===== src/rtl/lcyc_pkg.sv =====
package lcyc_pkg;

    localparam int NPH   = 3;
    localparam int HIT_W = $clog2(NPH + 1);

    // Per-phase update command, produced by the top-level sequencing.
    typedef struct packed {
        logic line_mode;  // visible registers update only on dump
        logic dump;       // copy sum out and restart accumulator
    } acc_cmd_t;

    typedef enum logic [1:0] {
        DUMP_NONE  = 2'd0,
        DUMP_LINE  = 2'd1,
        DUMP_READ  = 2'd2
    } dump_src_e;

    function automatic logic [HIT_W-1:0] count_hits(input logic [NPH-1:0] v);
        logic [HIT_W-1:0] n;
        n = '0;
        for (int i = 0; i < NPH; i++) begin
            n = n + HIT_W'(v[i]);
        end
        return n;
    endfunction

endpackage


===== src/rtl/lcyc_halfcycle_cnt.sv =====
module lcyc_halfcycle_cnt
    import lcyc_pkg::*;
#(
    parameter int CNT_W = 16
) (
    input  logic             clk,
    input  logic             rst,
    input  logic             en,
    input  logic [NPH-1:0]   zx,
    input  logic [NPH-1:0]   sel,
    input  logic [CNT_W-1:0] target,
    output logic             xfer
);

    localparam int SUM_W = CNT_W + 1;

    logic [CNT_W-1:0] tally_q;
    logic [HIT_W-1:0] hits;
    logic [SUM_W-1:0] tally_nx;
    logic             active;

    always_comb begin
        active   = en && (target != '0);
        hits     = count_hits(zx & sel);
        tally_nx = {1'b0, tally_q} + {{(SUM_W-HIT_W){1'b0}}, hits};
        xfer     = active && (tally_nx >= {1'b0, target});
    end

    always_ff @(posedge clk) begin
        if (rst || !active || xfer) begin
            tally_q <= '0;
        end else begin
            tally_q <= tally_nx[CNT_W-1:0];
        end
    end

    AST_TALLY_IDLE_ZERO: assert property (@(posedge clk) disable iff (rst)
        !active |=> tally_q == '0);
    AST_TALLY_RESTART: assert property (@(posedge clk) disable iff (rst)
        xfer |=> tally_q == '0);
    AST_TALLY_BELOW_TARGET: assert property (@(posedge clk) disable iff (rst)
        (active && $past(active) && $stable(target)) |-> tally_q < target);

endmodule


===== src/rtl/lcyc_phase_acc.sv =====
module lcyc_phase_acc
    import lcyc_pkg::*;
#(
    parameter int INC_W = 24,
    parameter int ACC_W = 32
) (
    input  logic             clk,
    input  logic             rst,
    input  acc_cmd_t         cmd,
    input  logic [INC_W-1:0] inc,
    output logic [ACC_W-1:0] vis
);

    localparam int EXT_W = ACC_W - INC_W;

    logic [ACC_W-1:0] acc_q;
    logic [ACC_W-1:0] vis_q;
    logic [ACC_W-1:0] sum;

    always_comb begin
        sum = acc_q + {{EXT_W{inc[INC_W-1]}}, inc};
    end

    always_ff @(posedge clk) begin
        if (rst) begin
            acc_q <= '0;
            vis_q <= '0;
        end else begin
            acc_q <= cmd.dump ? '0 : sum;
            if (!cmd.line_mode || cmd.dump) begin
                vis_q <= sum;
            end
        end
    end

    assign vis = vis_q;

    AST_ACC_RESTART: assert property (@(posedge clk) disable iff (rst)
        cmd.dump |=> acc_q == '0);
    AST_VIS_HOLD: assert property (@(posedge clk) disable iff (rst)
        (cmd.line_mode && !cmd.dump) |=> $stable(vis_q));

endmodule


===== src/rtl/lcyc_irq_flag.sv =====
module lcyc_irq_flag (
    input  logic clk,
    input  logic rst,
    input  logic set,
    input  logic clr,
    input  logic mask,
    output logic status,
    output logic irq
);

    logic status_q;

    always_ff @(posedge clk) begin
        if (rst) begin
            status_q <= 1'b0;
        end else begin
            status_q <= set | (status_q & ~clr);
        end
    end

    assign status = status_q;
    assign irq    = status_q & mask;

    AST_FLAG_SET: assert property (@(posedge clk) disable iff (rst)
        set |=> status_q);
    AST_FLAG_STICKY: assert property (@(posedge clk) disable iff (rst)
        (status_q && !clr) |=> status_q);

endmodule


===== src/rtl/lcyc_energy_ctrl.sv =====
module lcyc_energy_ctrl
    import lcyc_pkg::*;
#(
    parameter int CNT_W = 16,
    parameter int INC_W = 24,
    parameter int ACC_W = 32
) (
    input  logic             clk,
    input  logic             rst,
    input  logic [2:0]       zx_strobe,
    input  logic [2:0]       zx_sel,
    input  logic             lcyc_en,
    input  logic [CNT_W-1:0] half_cycles,
    input  logic             rd_stb,
    input  logic             rd_rst_en,
    input  logic             irq_clr,
    input  logic             irq_mask,
    input  logic [INC_W-1:0] inc_a,
    input  logic [INC_W-1:0] inc_b,
    input  logic [INC_W-1:0] inc_c,
    output logic [ACC_W-1:0] eng_a,
    output logic [ACC_W-1:0] eng_b,
    output logic [ACC_W-1:0] eng_c,
    output logic             irq_status,
    output logic             irq
);

    logic                   xfer;
    dump_src_e              dump_src;
    acc_cmd_t               cmd;
    logic [INC_W-1:0]       inc_v [NPH];
    logic [ACC_W-1:0]       vis_v [NPH];

    lcyc_halfcycle_cnt #(.CNT_W(CNT_W)) u_cnt (
        .clk    (clk),
        .rst    (rst),
        .en     (lcyc_en),
        .zx     (zx_strobe),
        .sel    (zx_sel),
        .target (half_cycles),
        .xfer   (xfer)
    );

    // Line mode owns the dump; read-with-reset only acts in free mode.
    always_comb begin
        if (lcyc_en) begin
            dump_src = xfer ? DUMP_LINE : DUMP_NONE;
        end else begin
            dump_src = (rd_stb && rd_rst_en) ? DUMP_READ : DUMP_NONE;
        end
        cmd.line_mode = lcyc_en;
        cmd.dump      = (dump_src != DUMP_NONE);
    end

    assign inc_v[0] = inc_a;
    assign inc_v[1] = inc_b;
    assign inc_v[2] = inc_c;

    for (genvar p = 0; p < NPH; p++) begin : g_phase
        lcyc_phase_acc #(.INC_W(INC_W), .ACC_W(ACC_W)) u_acc (
            .clk (clk),
            .rst (rst),
            .cmd (cmd),
            .inc (inc_v[p]),
            .vis (vis_v[p])
        );
    end

    assign eng_a = vis_v[0];
    assign eng_b = vis_v[1];
    assign eng_c = vis_v[2];

    lcyc_irq_flag u_flag (
        .clk    (clk),
        .rst    (rst),
        .set    (xfer),
        .clr    (irq_clr),
        .mask   (irq_mask),
        .status (irq_status),
        .irq    (irq)
    );

    AST_NO_READ_DUMP_IN_LINE: assert property (@(posedge clk) disable iff (rst)
        lcyc_en |-> dump_src != DUMP_READ);
    AST_ZERO_TARGET_NO_XFER: assert property (@(posedge clk) disable iff (rst)
        (half_cycles == '0) |=> !$rose(irq_status));

endmodule


===== config.mk =====
export PLATFORM = sky130hd
export DESIGN_NAME = lcyc_energy_ctrl
export DESIGN_NICKNAME = d
export VERILOG_FILES = /design/src/rtl/lcyc_pkg.sv /design/src/rtl/lcyc_halfcycle_cnt.sv /design/src/rtl/lcyc_phase_acc.sv /design/src/rtl/lcyc_irq_flag.sv /design/src/rtl/lcyc_energy_ctrl.sv
export SDC_FILE = /design/constraint.sdc
export NUM_CORES = 1
export LEC_CHECK = 0
export ABC_AREA = 0
export BUFFER_PORTS_ARGS = -buffer_cell sky130_fd_sc_hd__buf_2
export CORE_ASPECT_RATIO = 1.25
export CORE_MARGIN = 2
export CORE_UTILIZATION = 55
export CTS_BUF_LIST = sky130_fd_sc_hd__clkbuf_8
export DETAILED_ROUTE_END_ITERATION = 8
export PLACE_DENSITY = 0.77
export SYNTH_ARGS = -nofsm -noshare
export SYNTH_HDL_FRONTEND = slang
export SYNTH_HIERARCHICAL = 1
export SYNTH_SLANG_ARGS = --single-unit

===== constraint.sdc =====
create_clock -name clk -period 14.92 [get_ports clk]
set_input_delay 0.746 -clock clk [delete_from_list [all_inputs] [get_ports clk]]
set_output_delay 0.746 -clock clk [all_outputs]
set_load 0.01 [all_outputs]

After elaboration in Yosys (flattened, before gate mapping)
Cells that the tools add are included.

word-level totals
  logic and storage cells = 34
  flip-flop bits (word level) = 209
  bits of input ports = 101
  output and inout port bits = 98

operators by class
  multiplexer cells = 3
  bitwise operators = 5
  magnitude comparators = 1
  add/sub/neg operators = 6
  reductions and logical operators = 11

operators with widths
  kind                            count
  adder 32 bit                    3
  adder 16 x 2 -> 17 bit          1
  >= comparator 17 x 16 -> 1 bit  1
  nonzero test 16 bit             1
  two-way mux 2 bit               2
  AND 3 bit                       1
  logical AND 1 bit               3
  logical OR 1 bit                3
  adder 1 x 1 -> 2 bit            1
  adder 2 x 1 -> 2 bit            1
  AND 1 bit                       2
  zero test 1 bit                 2
  nonzero test 2 bit              1
  OR reduction 2 bit              1
  two-way mux 1 bit               1
  inverter 1 bit                  1
  bitwise OR 1 bit                1

Logic depth before layout (Yosys ltp)
  word-level depth = 10
  gate-level depth with buffers = 24

Cells and area by module
The synthesis kept the hierarchy.

by module, submodules not included
  module                                 instances  cells an instance  area each (um2)
  lcyc_phase_acc (g_phase[0].u_acc ...)  2          488                3991.3
  lcyc_phase_acc (g_phase[2].u_acc)      1          505                4116.4
  lcyc_halfcycle_cnt                     1          148                1348.8
  lcyc_irq_flag                          1          5                  45.0
  lcyc_energy_ctrl                       1          3                  12.5

Worst setup path before layout
Ideal clock, no wire load.

  path kind = input-to-reg
  start point = input port zx_strobe[0]
  end point = register g_phase[0].u_acc.vis_q[31]
  arrival time = 5.064 ns
  data required time = 14.846 ns
  stages on the path = 21
  slack = 9.782 ns
  cell sequence = nand2_1 > fa_1 > inv_1 > ha_1 > fa_1 > nand3_1 > nor2_2 > and3_1 > xor2_1 > ha_1 > nand4_1 > or4_1 > nand3_1 > a211o_4 > and2_2 > nand2_1 > o21ai_1 > nor2b_1 > or4_1 > o32a_1 > o21ai_0

RTL lines
  element               line                    source
  from (decl)           lcyc_energy_ctrl.sv:10  input logic [2:0] zx_strobe,
  to (signal assigned)  lcyc_phase_acc.sv:31    vis_q <= sum;
  to (decl)             lcyc_phase_acc.sv:17    logic [ACC_W-1:0] vis_q;

==> flow_summary.json <==
{
  "clock_latency_ps": 530,
  "yosysSeqAreaShare_pct": 31.0,
  "port-buffer-count": 198,
  "drc": 0,
  "synth_async_sr_flop_share_pct": 0,
  "grt_start_max_net_pins": 49,
  "rsz0062_at_grt": "false",
  "synth-main-ff-cell": "dfxtp_1",
  "grt_overflow": 0,
  "drive_gt1_share_pct": 18.8,
  "hold_violations": 0,
  "slew_headroom_pct": 30.3,
  "drv_slew": 0,
  "final_nets": 2004,
  "synth.distinct_cells": 100,
  "grt.met1_usage_pct": 33.7,
  "worst_setup_path_start_kind": "register",
  "grtUsageMet2_pct": 47.5,
  "cts_tree": "yes",
  "num_rows": 64,
  "drt-total-wl_mm": 36.4,
  "dieHeight_um": 179,
  "post-cts-setup-buffers": 0,
  "slowest_delay_ps": 590,
  "crit_fanout": 17,
  "whs_ps": 454,
  "setup_viol": 0,
  "path_delay_family": "simple AND/OR/NAND/NOR gates",
  "h-tree-depth": 2,
  "grtUsageMet3_pct": 5.29,
  "max_freq_mhz": 172,
  "first_pass_iters": 5,
  "antenna_left": 0,
  "cts-buffers-inserted": 37,
  "avgSynthCellArea_um2": 8.25,
  "core_area_um2": 24300,
  "stdcell_count": 2145,
  "fin_ws_ps": 9110,
  "synth_nets": 1854,
  "mostFrequentLayoutCells": "dfxtp_1 (209), buf_2 (198), nor2_1 (165), nand2_1 (155), a21oi_1 (120)",
  "fin_util_pct": 62.9,
  "tightest_slew_ps": 1040,
  "crit_arrival_ps": 6280,
  "crit_chain": "inv_1, fa_1, inv_1, ha_1, fa_1, nand3_1, nor2_2, and3_1, xor2_1, ha_1, nand4_1, or4_1, nand3_1, a211o_4, and2_2, nand2_1, o21ai_1, buf_4, nand2b_1, nand2_1, or4_1, nand3_1",
  "end_kind": "register",
  "pre_cts_ws_ps": 8630,
  "yosys_warnings": 6,
  "hp-class": "reg -> reg",
  "finalInstanceArea_um2": 15300,
  "total_power_mw": 2.89,
  "final_common_cell": "dfxtp_1",
  "areaGrowthSynthToFinish_pct": 13.3,
  "antenna_found_initial": 1,
  "grt_usage_pct": 27.3,
  "via_per_inst": 5.98,
  "num_vias": 12800,
  "yosys-top-cells-area": "dfxtp_1 (31%), ha_1 (10%), nor2_1 (4.6%)",
  "cts.path.max_buffers": 3,
  "critPathBufInv": 3,
  "clk_pin_slew_ps": 60,
  "dpl.hpwl_mm": 26.6,
  "setup_tns_ps": 0,
  "synth_seq_cells": 209,
  "synthDominantCellAreaShare_pct": 31.0,
  "place.gp.congestion": 0.968,
  "synth_area_um2": 13500,
  "place_inst": 2078,
  "initial_core_util_pct": 55.5,
  "cts_sinks": 209,
  "synth_cells": 1637,
  "drtIter0Drc": 742,
  "wl_per_cell_um": 17.0,
  "critical_path_class": "reg -> reg",
  "top_usage_layer": "met2",
  "cp.required_ps": 15390,
  "crit_top_cell": "nand3_1",
  "fin_crit_ps": 5810,
  "grt_pass1_wl_mm": 57.7,
  "skew_ps": 16.5,
  "die-area_um2": 25800,
  "postCtsResizedCells": 0,
  "clock-root-buffer": "clkbuf_8",
  "synth-edff-count": 0,
  "fin_crit_sh_pct": 39.0,
  "status": "finished clean",
  "total_leakage_power_nw": 6.99,
  "grt_pass1_vias": 12100,
  "ctsHoldBuffers": 0,
  "cap_violations": 0,
  "die_x_um": 144,
  "placed_area_um2": 14500,
  "crit_slowest_cell": "nand2b_1",
  "peakVddDrop_mv": 0.103,
  "p_per_area_nw_per_um2": 189,
  "io_pins": 199,
  "synth_area_leader_cell": "dfxtp_1"
}
[state kept, by name, indices dropped and copies added, names as in the netlist]
| signal | cells |
|---|---|
| g_phase.u_acc/acc_q | 96 |
| g_phase.u_acc/vis | 96 |
| u_cnt/tally_q | 16 |
| u_flag/status | 1 |
[metal layers]
layer	share of wire [%]	vias up
met3	6.7	74
met5	0	-
met2	48	461
li1	-	6293
met4	2.4	0
met1	42	6004
[final timing paths]
kind | from | cells after the start | slack [ps] | endpoint
max | u_cnt/tally_q[0] | 22 | 9110 | g_phase[1].u_acc/vis[23]
min | g_phase[1].u_acc/vis[24] | 2 | 450 | g_phase[1].u_acc/vis[24]
max reg2reg | u_cnt/tally_q[0] | 22 | 9110 | g_phase[1].u_acc/vis[23]
min reg2reg | g_phase[1].u_acc/vis[24] | 2 | 450 | g_phase[1].u_acc/vis[24]
[tightest hold or removal path: stages, from the launching register on]
cell and delay [ps]:
dfxtp_1 320, nand2_1 50, o21ai_0 60
[kinds of logic after synthesis]
group                    synth area share (%)
AO/OA/AOI/OAI                            22.7
XOR/XNOR                                 4.93
adder cells (fa/ha/maj)                  11.0
buffers and inverters                    4.54
flip-flops                               31.0
multiplexers                             1.20
AND/OR/NAND/NOR                          24.7
[cells in the mapped netlist, types with 6 or more instances]
master,instances
a21oi_1,120
nand2b_1,7
o21ai_0,76
and3_1,18
mux2i_1,14
a31oi_1,10
nor3b_2,8
a21o_1,44
nand2_1,155
nand4_1,51
a32oi_1,6
o21a_1,13
a41oi_1,8
or2_2,6
nor2_1,165
and3_2,6
xor2_1,41
and4_1,10
o21ai_1,17
or3_1,15
o211ai_1,10
a211oi_1,25
ha_1,111
dfxtp_1,209
and2_1,29
nand3_1,60
nor2b_1,8
nor4_1,10
o31ai_1,12
nor3b_1,13
a21oi_2,11
nor3_1,46
buf_2,23
or4_1,12
xnor2_1,35
clkbuf_1,57
inv_1,39
a211o_1,8
[power breakdown]
part           switching, mW  internal [mW]  total [mW]
Combinational          0.932          0.578        1.51
Sequential            0.0752          0.743       0.818
Clock                  0.237          0.320       0.557
[final cells by class]
| cell class | instances | area (um^2) |
|---|---|---|
| flip-flops and latches | 209 | 4180 |
| inverters | 41 | 154 |
| repair buffers | 204 | 1040 |
| clock buffers | 51 | 702 |
| diodes | 1 | 2.50 |
| well taps | 330 | 413 |
| multi-input cells | 1294 | 8720 |
| clock inverters | 15 | 90.1 |
| fillers | 2226 | 9040 |
(Power assumes the default switching activity.)
